[src/rtl/mulseq_pkg.sv]
package mulseq_pkg;

    typedef enum logic [1:0] {
        ST_IDLE = 2'd0,
        ST_RUN  = 2'd1,
        ST_FIX  = 2'd2
    } mul_state_t;

endpackage

[src/rtl/mul_operand_mag.sv]
module mul_operand_mag #(
    parameter int WIDTH = 32
) (
    input  logic [WIDTH-1:0] value,
    input  logic             sign_en,
    output logic [WIDTH-1:0] magnitude,
    output logic             was_neg
);

    always_comb begin
        was_neg   = sign_en & value[WIDTH-1];
        magnitude = was_neg ? (~value + 1'b1) : value;
    end

endmodule

[src/rtl/mul_step_dp.sv]
module mul_step_dp #(
    parameter int WIDTH = 32
) (
    input  logic               clk,
    input  logic               rst_n,
    input  logic               load,
    input  logic               step,
    input  logic [WIDTH-1:0]   mcand_in,
    input  logic [WIDTH-1:0]   mplier_in,
    output logic [2*WIDTH-1:0] product
);

    localparam int PW = 2 * WIDTH;

    logic [WIDTH-1:0] mcand_q;
    logic [PW-1:0]    work_q;
    logic [WIDTH:0]   add_res;
    logic [WIDTH-1:0] addend;

    always_comb begin
        addend  = work_q[0] ? mcand_q : '0;
        add_res = {1'b0, work_q[PW-1:WIDTH]} + {1'b0, addend};
    end

    always_ff @(posedge clk or negedge rst_n) begin
        if (!rst_n) begin
            mcand_q <= '0;
            work_q  <= '0;
        end else if (load) begin
            mcand_q <= mcand_in;
            work_q  <= {{WIDTH{1'b0}}, mplier_in};
        end else if (step) begin
            work_q  <= {add_res, work_q[WIDTH-1:1]};
        end
    end

    assign product = work_q;

endmodule

[src/rtl/mul_result_fix.sv]
module mul_result_fix #(
    parameter int PW = 64
) (
    input  logic [PW-1:0] raw,
    input  logic          negate,
    output logic [PW-1:0] fixed
);

    always_comb begin
        fixed = negate ? (~raw + 1'b1) : raw;
    end

endmodule

[src/rtl/shift_add_mul.sv]
module shift_add_mul #(
    parameter int WIDTH = 32
) (
    input  logic             clk,
    input  logic             rst_n,
    input  logic             start,
    input  logic [WIDTH-1:0] op_a,
    input  logic [WIDTH-1:0] op_b,
    input  logic             signed_mode,
    output logic             busy,
    output logic             done,
    output logic [WIDTH-1:0] hi,
    output logic [WIDTH-1:0] lo
);

    import mulseq_pkg::*;

    localparam int PW = 2 * WIDTH;
    localparam int CW = $clog2(WIDTH);
    localparam logic [CW-1:0] LAST_ITER = CW'(WIDTH - 1);

    mul_state_t state_q, state_d;
    logic [CW-1:0] iter_q;
    logic          neg_q;
    logic          load_en, step_en;

    logic [WIDTH-1:0] mag_a, mag_b;
    logic             neg_a, neg_b;
    logic [PW-1:0]    raw_prod, fixed_prod;

    mul_operand_mag #(.WIDTH(WIDTH)) u_mag_a (
        .value(op_a), .sign_en(signed_mode), .magnitude(mag_a), .was_neg(neg_a)
    );

    mul_operand_mag #(.WIDTH(WIDTH)) u_mag_b (
        .value(op_b), .sign_en(signed_mode), .magnitude(mag_b), .was_neg(neg_b)
    );

    mul_step_dp #(.WIDTH(WIDTH)) u_dp (
        .clk(clk), .rst_n(rst_n), .load(load_en), .step(step_en),
        .mcand_in(mag_a), .mplier_in(mag_b), .product(raw_prod)
    );

    mul_result_fix #(.PW(PW)) u_fix (
        .raw(raw_prod), .negate(neg_q), .fixed(fixed_prod)
    );

    // next-state logic
    always_comb begin
        state_d = state_q;
        unique case (state_q)
            ST_IDLE: if (start) state_d = ST_RUN;
            ST_RUN:  if (iter_q == LAST_ITER) state_d = ST_FIX;
            ST_FIX:  state_d = ST_IDLE;
            default: state_d = ST_IDLE;
        endcase
    end

    assign load_en = (state_q == ST_IDLE) && start;
    assign step_en = (state_q == ST_RUN);

    // state register and run bookkeeping
    always_ff @(posedge clk or negedge rst_n) begin
        if (!rst_n) begin
            state_q <= ST_IDLE;
            iter_q  <= '0;
            neg_q   <= 1'b0;
        end else begin
            state_q <= state_d;
            if (load_en) begin
                iter_q <= '0;
                neg_q  <= neg_a ^ neg_b;
            end else if (step_en) begin
                iter_q <= iter_q + 1'b1;
            end
        end
    end

    // registered outputs
    always_ff @(posedge clk or negedge rst_n) begin
        if (!rst_n) begin
            done <= 1'b0;
            hi   <= '0;
            lo   <= '0;
        end else begin
            done <= 1'b0;
            unique case (state_q)
                ST_FIX: begin
                    done <= 1'b1;
                    hi   <= fixed_prod[PW-1:WIDTH];
                    lo   <= fixed_prod[WIDTH-1:0];
                end
                default: ;
            endcase
        end
    end

    assign busy = (state_q != ST_IDLE);

endmodule

[config.mk]
export PLATFORM = sky130hd
export DESIGN_NAME = shift_add_mul
export DESIGN_NICKNAME = d
export VERILOG_FILES = /design/src/rtl/mulseq_pkg.sv /design/src/rtl/mul_operand_mag.sv /design/src/rtl/mul_step_dp.sv /design/src/rtl/mul_result_fix.sv /design/src/rtl/shift_add_mul.sv
export SDC_FILE = /design/constraint.sdc
export NUM_CORES = 1
export LEC_CHECK = 0
export ABC_AREA = 1
export BUFFER_PORTS_ARGS = -buffer_cell sky130_fd_sc_hd__buf_2
export CAP_MARGIN = 20
export CELL_PAD_IN_SITES_DETAIL_PLACEMENT = 1
export CELL_PAD_IN_SITES_GLOBAL_PLACEMENT = 1
export CORE_UTILIZATION = 43
export CTS_BUF_LIST = sky130_fd_sc_hd__clkbuf_4 sky130_fd_sc_hd__clkbuf_8 sky130_fd_sc_hd__clkbuf_16
export DETAILED_ROUTE_END_ITERATION = 6
export HOLD_SLACK_MARGIN = 0.15
export PLACE_DENSITY_LB_ADDON = 0.15
export SETUP_SLACK_MARGIN = 0.15
export SLEW_MARGIN = 30
export SYNTH_ARGS = -nofsm -noshare
export SYNTH_HDL_FRONTEND = slang
export SYNTH_HIERARCHICAL = 1
export SYNTH_SLANG_ARGS = --single-unit
[constraint.sdc]
create_clock -name clk -period 3.1 [get_ports clk]
set_input_delay 0.155 -clock clk [delete_from_list [all_inputs] [get_ports clk]]
set_output_delay 0.155 -clock clk [all_outputs]
set_load 0.02 [all_outputs]
# After elaboration in Yosys (flattened, before gate mapping)

Index checks and enable logic that the tools add are counted.
Widths: inputs -> output; s select.

$add $sub $neg: 5
Eq/ne operators: 5
Mux-type cells: 12
Bitwise gates (word level): 6
Reductions and logical operators: 5

Operator list:

| cell                  | count |
|---|---|
| $mux 64               | 3 |
| $mux 32               | 3 |
| $add 32x1->32 const B | 2 |
| $add 64x1->64 const B | 1 |
| $not 32->32           | 2 |
| $not 64->64           | 1 |
| $add 32x32->33        | 1 |
| $mux 5                | 2 |
| $add 5x1->5 const B   | 1 |
| $eq 5x5->1 const B    | 1 |
| $mux 2                | 2 |
| $pmux 2 s2            | 1 |
| $reduce_bool 2->1     | 2 |
| $and 1x1->1           | 2 |
| $eq 2x1->1 const B    | 1 |
| $eq 2x2->1 const B    | 1 |
| $logic_not 2->1       | 1 |
| $ne 2x1->1 const B    | 1 |
| $ne 2x2->1 const B    | 1 |
| $reduce_and 2->1      | 1 |
| $logic_and 1x1->1     | 1 |
| $mux 1                | 1 |
| $xor 1x1->1           | 1 |

Register bits: 169
Output and inout bits: 66
Logic and storage cells: 41

# Longest topological paths before layout

Depth after elaboration: 4
Depth in mapped cells: 18
Depth with buffers taken out: 16

# By module

Netlist, hierarchy kept.

By module, submodules not included:

| module          | times used | cells each | area each (um^2) | seq. area each (um^2) |
|---|---|---|---|---|
| mul_step_dp     | 1          | 967        | 6402.4           | 2402.3 |
| shift_add_mul   | 1          | 319        | 2830.2           | 1826.8 |
| mul_result_fix  | 1          | 498        | 2466.1           | 0.0 |
| mul_operand_mag | 2          | 227        | 1079.8           | 0.0 |

# Worst setup path after synthesis

No wires, ideal clock.

Path kind: reg2reg
Start: register u_dp.work_q[0] (netlist: u_dp/product[0])
End: register u_dp.work_q[47] (netlist: u_dp/product[47])
Arrival: 2.266 ns
Required time: 2.979 ns
Path slack: 0.713 ns
Stages on the path, launching flop included: 18
Buffers on the path: 2
Cell sequence: dfrtp_1 -> clkbuf_1 -> clkbuf_1 -> nand2_1 -> inv_1 -> ha_1 -> inv_1 -> fa_1 -> inv_1 -> nand3_1 -> nand3_1 -> nand2_1 -> nand2_1 -> nand3_1 -> nand2_1 -> nand2_1 -> nand2_1 -> o21ai_1

Longest elaborated chain between the ends: 4

RTL lines:

| what                   | RTL line          | source |
|---|---|---|
| start, declared        | mul_step_dp.sv:16 | `logic [PW-1:0] work_q;` |
| start signal, assigned | mul_step_dp.sv:31 | `work_q <= {{WIDTH{1'b0}}, mplier_in};` |
| start signal, assigned | mul_step_dp.sv:33 | `work_q <= {add_res, work_q[WIDTH-1:1]};` |
| $mux 32                | mul_step_dp.sv:21 | `addend = work_q[0] ? mcand_q : '0;` |
| $add 32x32->33         | mul_step_dp.sv:22 | `add_res = {1'b0, work_q[PW-1:WIDTH]} + {1'b0, addend};` |
| $mux 64                | mul_step_dp.sv:32 | `end else if (step) begin` |
| $mux 64                | mul_step_dp.sv:29 | `end else if (load) begin` |

No other way between the ends. The select of a mux whose other input is x is not followed.
A chain may end at the register's enable or synchronous reset.

# Worst setup path after layout

Same ends and word-level chain as after synthesis.

==> summary.txt <==
Pwr
  • Seq pwr share: about 29%
  • PD cells: 893.6 mW/mm^2
  • Clock power share: 15.5%
  • Switching share of power: 51.90%
  • P_int: 6870 uW
  • LEAKAGE: 0.008996 uW
  • Part of the power in combinational logic: 55.3%
  • Tot Pwr: 14,280 uW
  • Maximum vdd drop: about 0.00053 V
  • NetSw: between 7000 and 8000 uW

Synth
  • Syn Area/Cell: slightly above 6 um^2
  • EDFF count, synth: 0
  • Share of the synthesized area in the top cell type: a little under a third
  • Post-synthesis sequential area ratio: 30.52%
  • Synth area leaders: dfrtp_1, nand2_1, inv_1
  • Top FF cell, synth: dfrtp_1
  • Synth cell types: about 40
  • Post-synth top cells: nand2_1, inv_1, nor2_1
  • Post-synthesis cell area: between 0.01 and 0.015 mm^2
  • Count leader, synth: nand2_1
  • Mapped Nets: roughly 2,300
  • Yosys warnings: 6
  • Post-synth top area cell: dfrtp_1
  • Post-synthesis instance total: 2,238
  • Asr flop ratio synth: 100.0%
  • Yosys reg bits: 169

Setup path
  • CP Buf/Inv Count: 4
  • CP dominant cell by count: nand2_1
  • Slowest cell on crit path: dfrtp_1
  • Worst Setup SP: u_dp/product[0]$_DFFE_PN0P_
  • Critical Path AT: 2.93 ns
  • R2R cell count: 16
  • Critical path class: reg2reg
  • Critical Path Start Type: register
  • R2R Path End: u_dp/product[47]$_DFFE_PN0P_
  • CP endpoint kind: register
  • Max incr delay on CP: 0.45 ns
  • Setup crit end: u_dp/product[47]$_DFFE_PN0P_
  • Reg2reg start: u_dp/product[0]$_DFFE_PN0P_
  • Critical Path, Cell by Cell: buf_4, nand2_1, inv_1, ha_1, inv_1, fa_1, inv_1, nand3_1, nand3_1, nand2_1, nand2_1, nand3_1, nand2_1, nand2_1, nand2_1, o21ai_1
  • Stages on worst setup path: 16
  • Max Fanout on Critical Path: 21
  • CP top delay family: simple AND/OR/NAND/NOR gates
  • Crit path required time: approximately 3.5 ns
  • R2R Setup Slk: 0.51 ns

Timing
  • Rel. slew slack: between 30% and 40%
  • Period utilization: approximately 83%
  • Final setup vio count: 0
  • Final Hold Viols: 0
  • Fin crit period: 2.585 ns
  • RSZ-0062 raised after global routing: false
  • Fmax achieved: 386.8 MHz
  • Slew Viols, Final: 0
  • Clk_skew: 0.01430 ns
  • Tightest Pin Transition: 0.9375 ns
  • Setup TNS: 0 ns

Cells and area
  • Multi-input logic area: 0.008244 mm^2
  • Layout Nets: 2,507
  • Seq. cell area: approximately 0.0042 mm^2
  • Fin area: around 0.016 mm^2
  • Fillers: 4,423
  • Share of cells above drive strength 1: a little under an eighth
  • Fin util: 50.53%
  • Area grow syn2layout: 15.35%
  • Antenna diodes: 0

Floorplanning
  • Core ar.: 0.03164 mm^2
  • Initial core utilization: a little over two fifths
  • Die height: 181.5 um
  • Floorplan die width: 181.5 um
  • IO Pins: 134
  • Die area: between 0.03 and 0.04 mm^2
  • Row count: 65

Clocking
  • Post-CTS Setup Repair Bufs: 0
  • Worst-skew pair later-pin latency: 0.46 ns
  • Post-CTS Resized: 0
  • Num CTS Buffers: 17
  • CTS Buffer Depth: 2
  • Clock Sinks: 169
  • # H-tree levels: 4
  • Root Buffer Master: clkbuf_16
  • CTS tree: done
  • Reg clk slew, reported paths: 0.07 ns
  • Hold_buf cts: 52

Global route
  • Grt total ovfl: 0
  • GRT Util Overall: 29.54%
  • GR peak layer: met2
  • Met1 Resource Use GR: 39.54%
  • First-pass GRT wire length: 77,030 um
  • Initial antenna violation count: 0
  • Number of global-route vias before repair: 15,110
  • GR Layer Usage met2: between 40% and 50%
  • Routing usage on met3: 3.670%
  • Pin count of the biggest net entering global routing: 93

Drt
  • Initial DRC Count: about 750
  • Vias: 14,580
  • Post-route ant nets: 0
  • 1st-pass router iterations: 5
  • Wirelength per Cell: between 15 and 20 um
  • Drt via density: 5.179
  • Final WL: approximately 47,000 um
  • Remaining DRCs: 0

Place
  • Area of placed instances: 0.01485 mm^2
  • I/O Buffers: 133
  • Final HPWL DP: around 37,000 um
  • Placer Congestion: 0.8932

Min path
  • Hold WC Path Type: in2async

Outcome
  • Status: finished clean

Job
  • Max-cap violations: 0
[sequential cells by signal, indices dropped and copies added (netlist names)]
register	flops
done	1
iter_q	5
neg_q	1
u_dp/mcand_q	32
u_dp/product	64
hi	32
lo	32
state_q	2
[through the flow]
stage | instances | worst slack (ns) | hold slack [ns]
floorplan | 2238 | 0.7130 | -0.1406
global placement | 2731 | 0.6656 | 0.2734
detailed placement | 2731 | 0.5373 | 0.2825
CTS | 2815 | 0.5275 | 0.1522
global route | 2816 | 0.2818 | 0.1895
finish | 2816 | 0.5145 | 0.1659
[cell families after synthesis]
| family | count (synthesis) | share of synthesized area, % |
|---|---|---|
| AND/OR/NAND/NOR | 1475 | 44.58 |
| AO/OA/AOI/OAI | 139 | 6.672 |
| flip-flops | 169 | 30.52 |
| buffers and inverters | 343 | 10.01 |
| adder cells (fa/ha/maj) | 38 | 3.485 |
| XOR/XNOR | 74 | 4.731 |
[per-layer routing]
layer,vias up,routed length (um)
met5,-,0
met4,0,1589
met3,97,1519
met2,334,21390
met1,6940,22360
li1,7212,-
[worst min-delay path by stage]
stage          depth (start not counted)  startpoint  slack (ns)                           end
5_1_grt                                5    op_a[27]        0.19  u_dp/mcand_q[27]$_DFFE_PN0P_
6_report                               2       rst_n        0.17             lo[5]$_DFFE_PN0P_
3_5_place_dp                           1       rst_n        0.28             lo[6]$_DFFE_PN0P_
4_1_cts                                5    op_a[27]        0.15  u_dp/mcand_q[27]$_DFFE_PN0P_
2_1_floorplan                          0       rst_n       -0.14                done$_DFF_PN0_
3_3_place_gp                           1       rst_n        0.27             lo[6]$_DFFE_PN0P_
[power groups by stage]
stage               clock network (uW)  logic, uW  registers, uW
finish                            2210       7900           4180
global route                      2340       8850           4280
CTS                               2260       7860           4160
detailed placement                   0       7750           4190
global placement                     0       7460           4150
floorplan                            0       5530           3950
[worst register-to-register path: stages, from the launching register on]
cell and delay [ns]:
dfrtp_1 0.45, buf_4 0.28, nand2_1 0.09, inv_1 0.06
ha_1 0.20, inv_1 0.07, fa_1 0.40, inv_1 0.12
nand3_1 0.08, nand3_1 0.15, nand2_1 0.07, nand2_1 0.13
nand3_1 0.09, nand2_1 0.11, nand2_1 0.07, nand2_1 0.06
o21ai_1 0.06
[layout by cell type (no fill, tap or decap), types with 2 or more instances in the layout]
cell,count
inv_6,6
nor2_4,18
ha_1,37
clkbuf_16,17
nand2_2,21
dlygate4sd3_1,52
dfrtp_1,168
nand3_4,3
buf_4,14
nor3_1,5
nand3_2,5
o21ai_1,9
inv_8,2
nand3_1,115
o21ai_0,42
xor2_1,38
nor2_2,27
bufinv_16,2
nor2_1,241
a21oi_1,34
clkinv_2,4
xnor2_1,35
nand3b_1,6
buf_2,132
inv_2,11
nand2_1,999
inv_1,274
nor2_8,3
o21ai_4,6
o21ai_2,9
o22ai_1,3
o221ai_1,28
nand2_4,3
o21bai_1,5
nand4_1,27
[final cells by class]
class	count	area share, %
Multi-Input combinational cell	1726	51.57
Sequential cell	169	26.46
Timing Repair Buffer	201	8.414
Inverter	286	6.716
Tap cell	402	3.147
Clock buffer	17	2.661
Clock inverter	15	1.025
(Power assumes the default switching activity.)
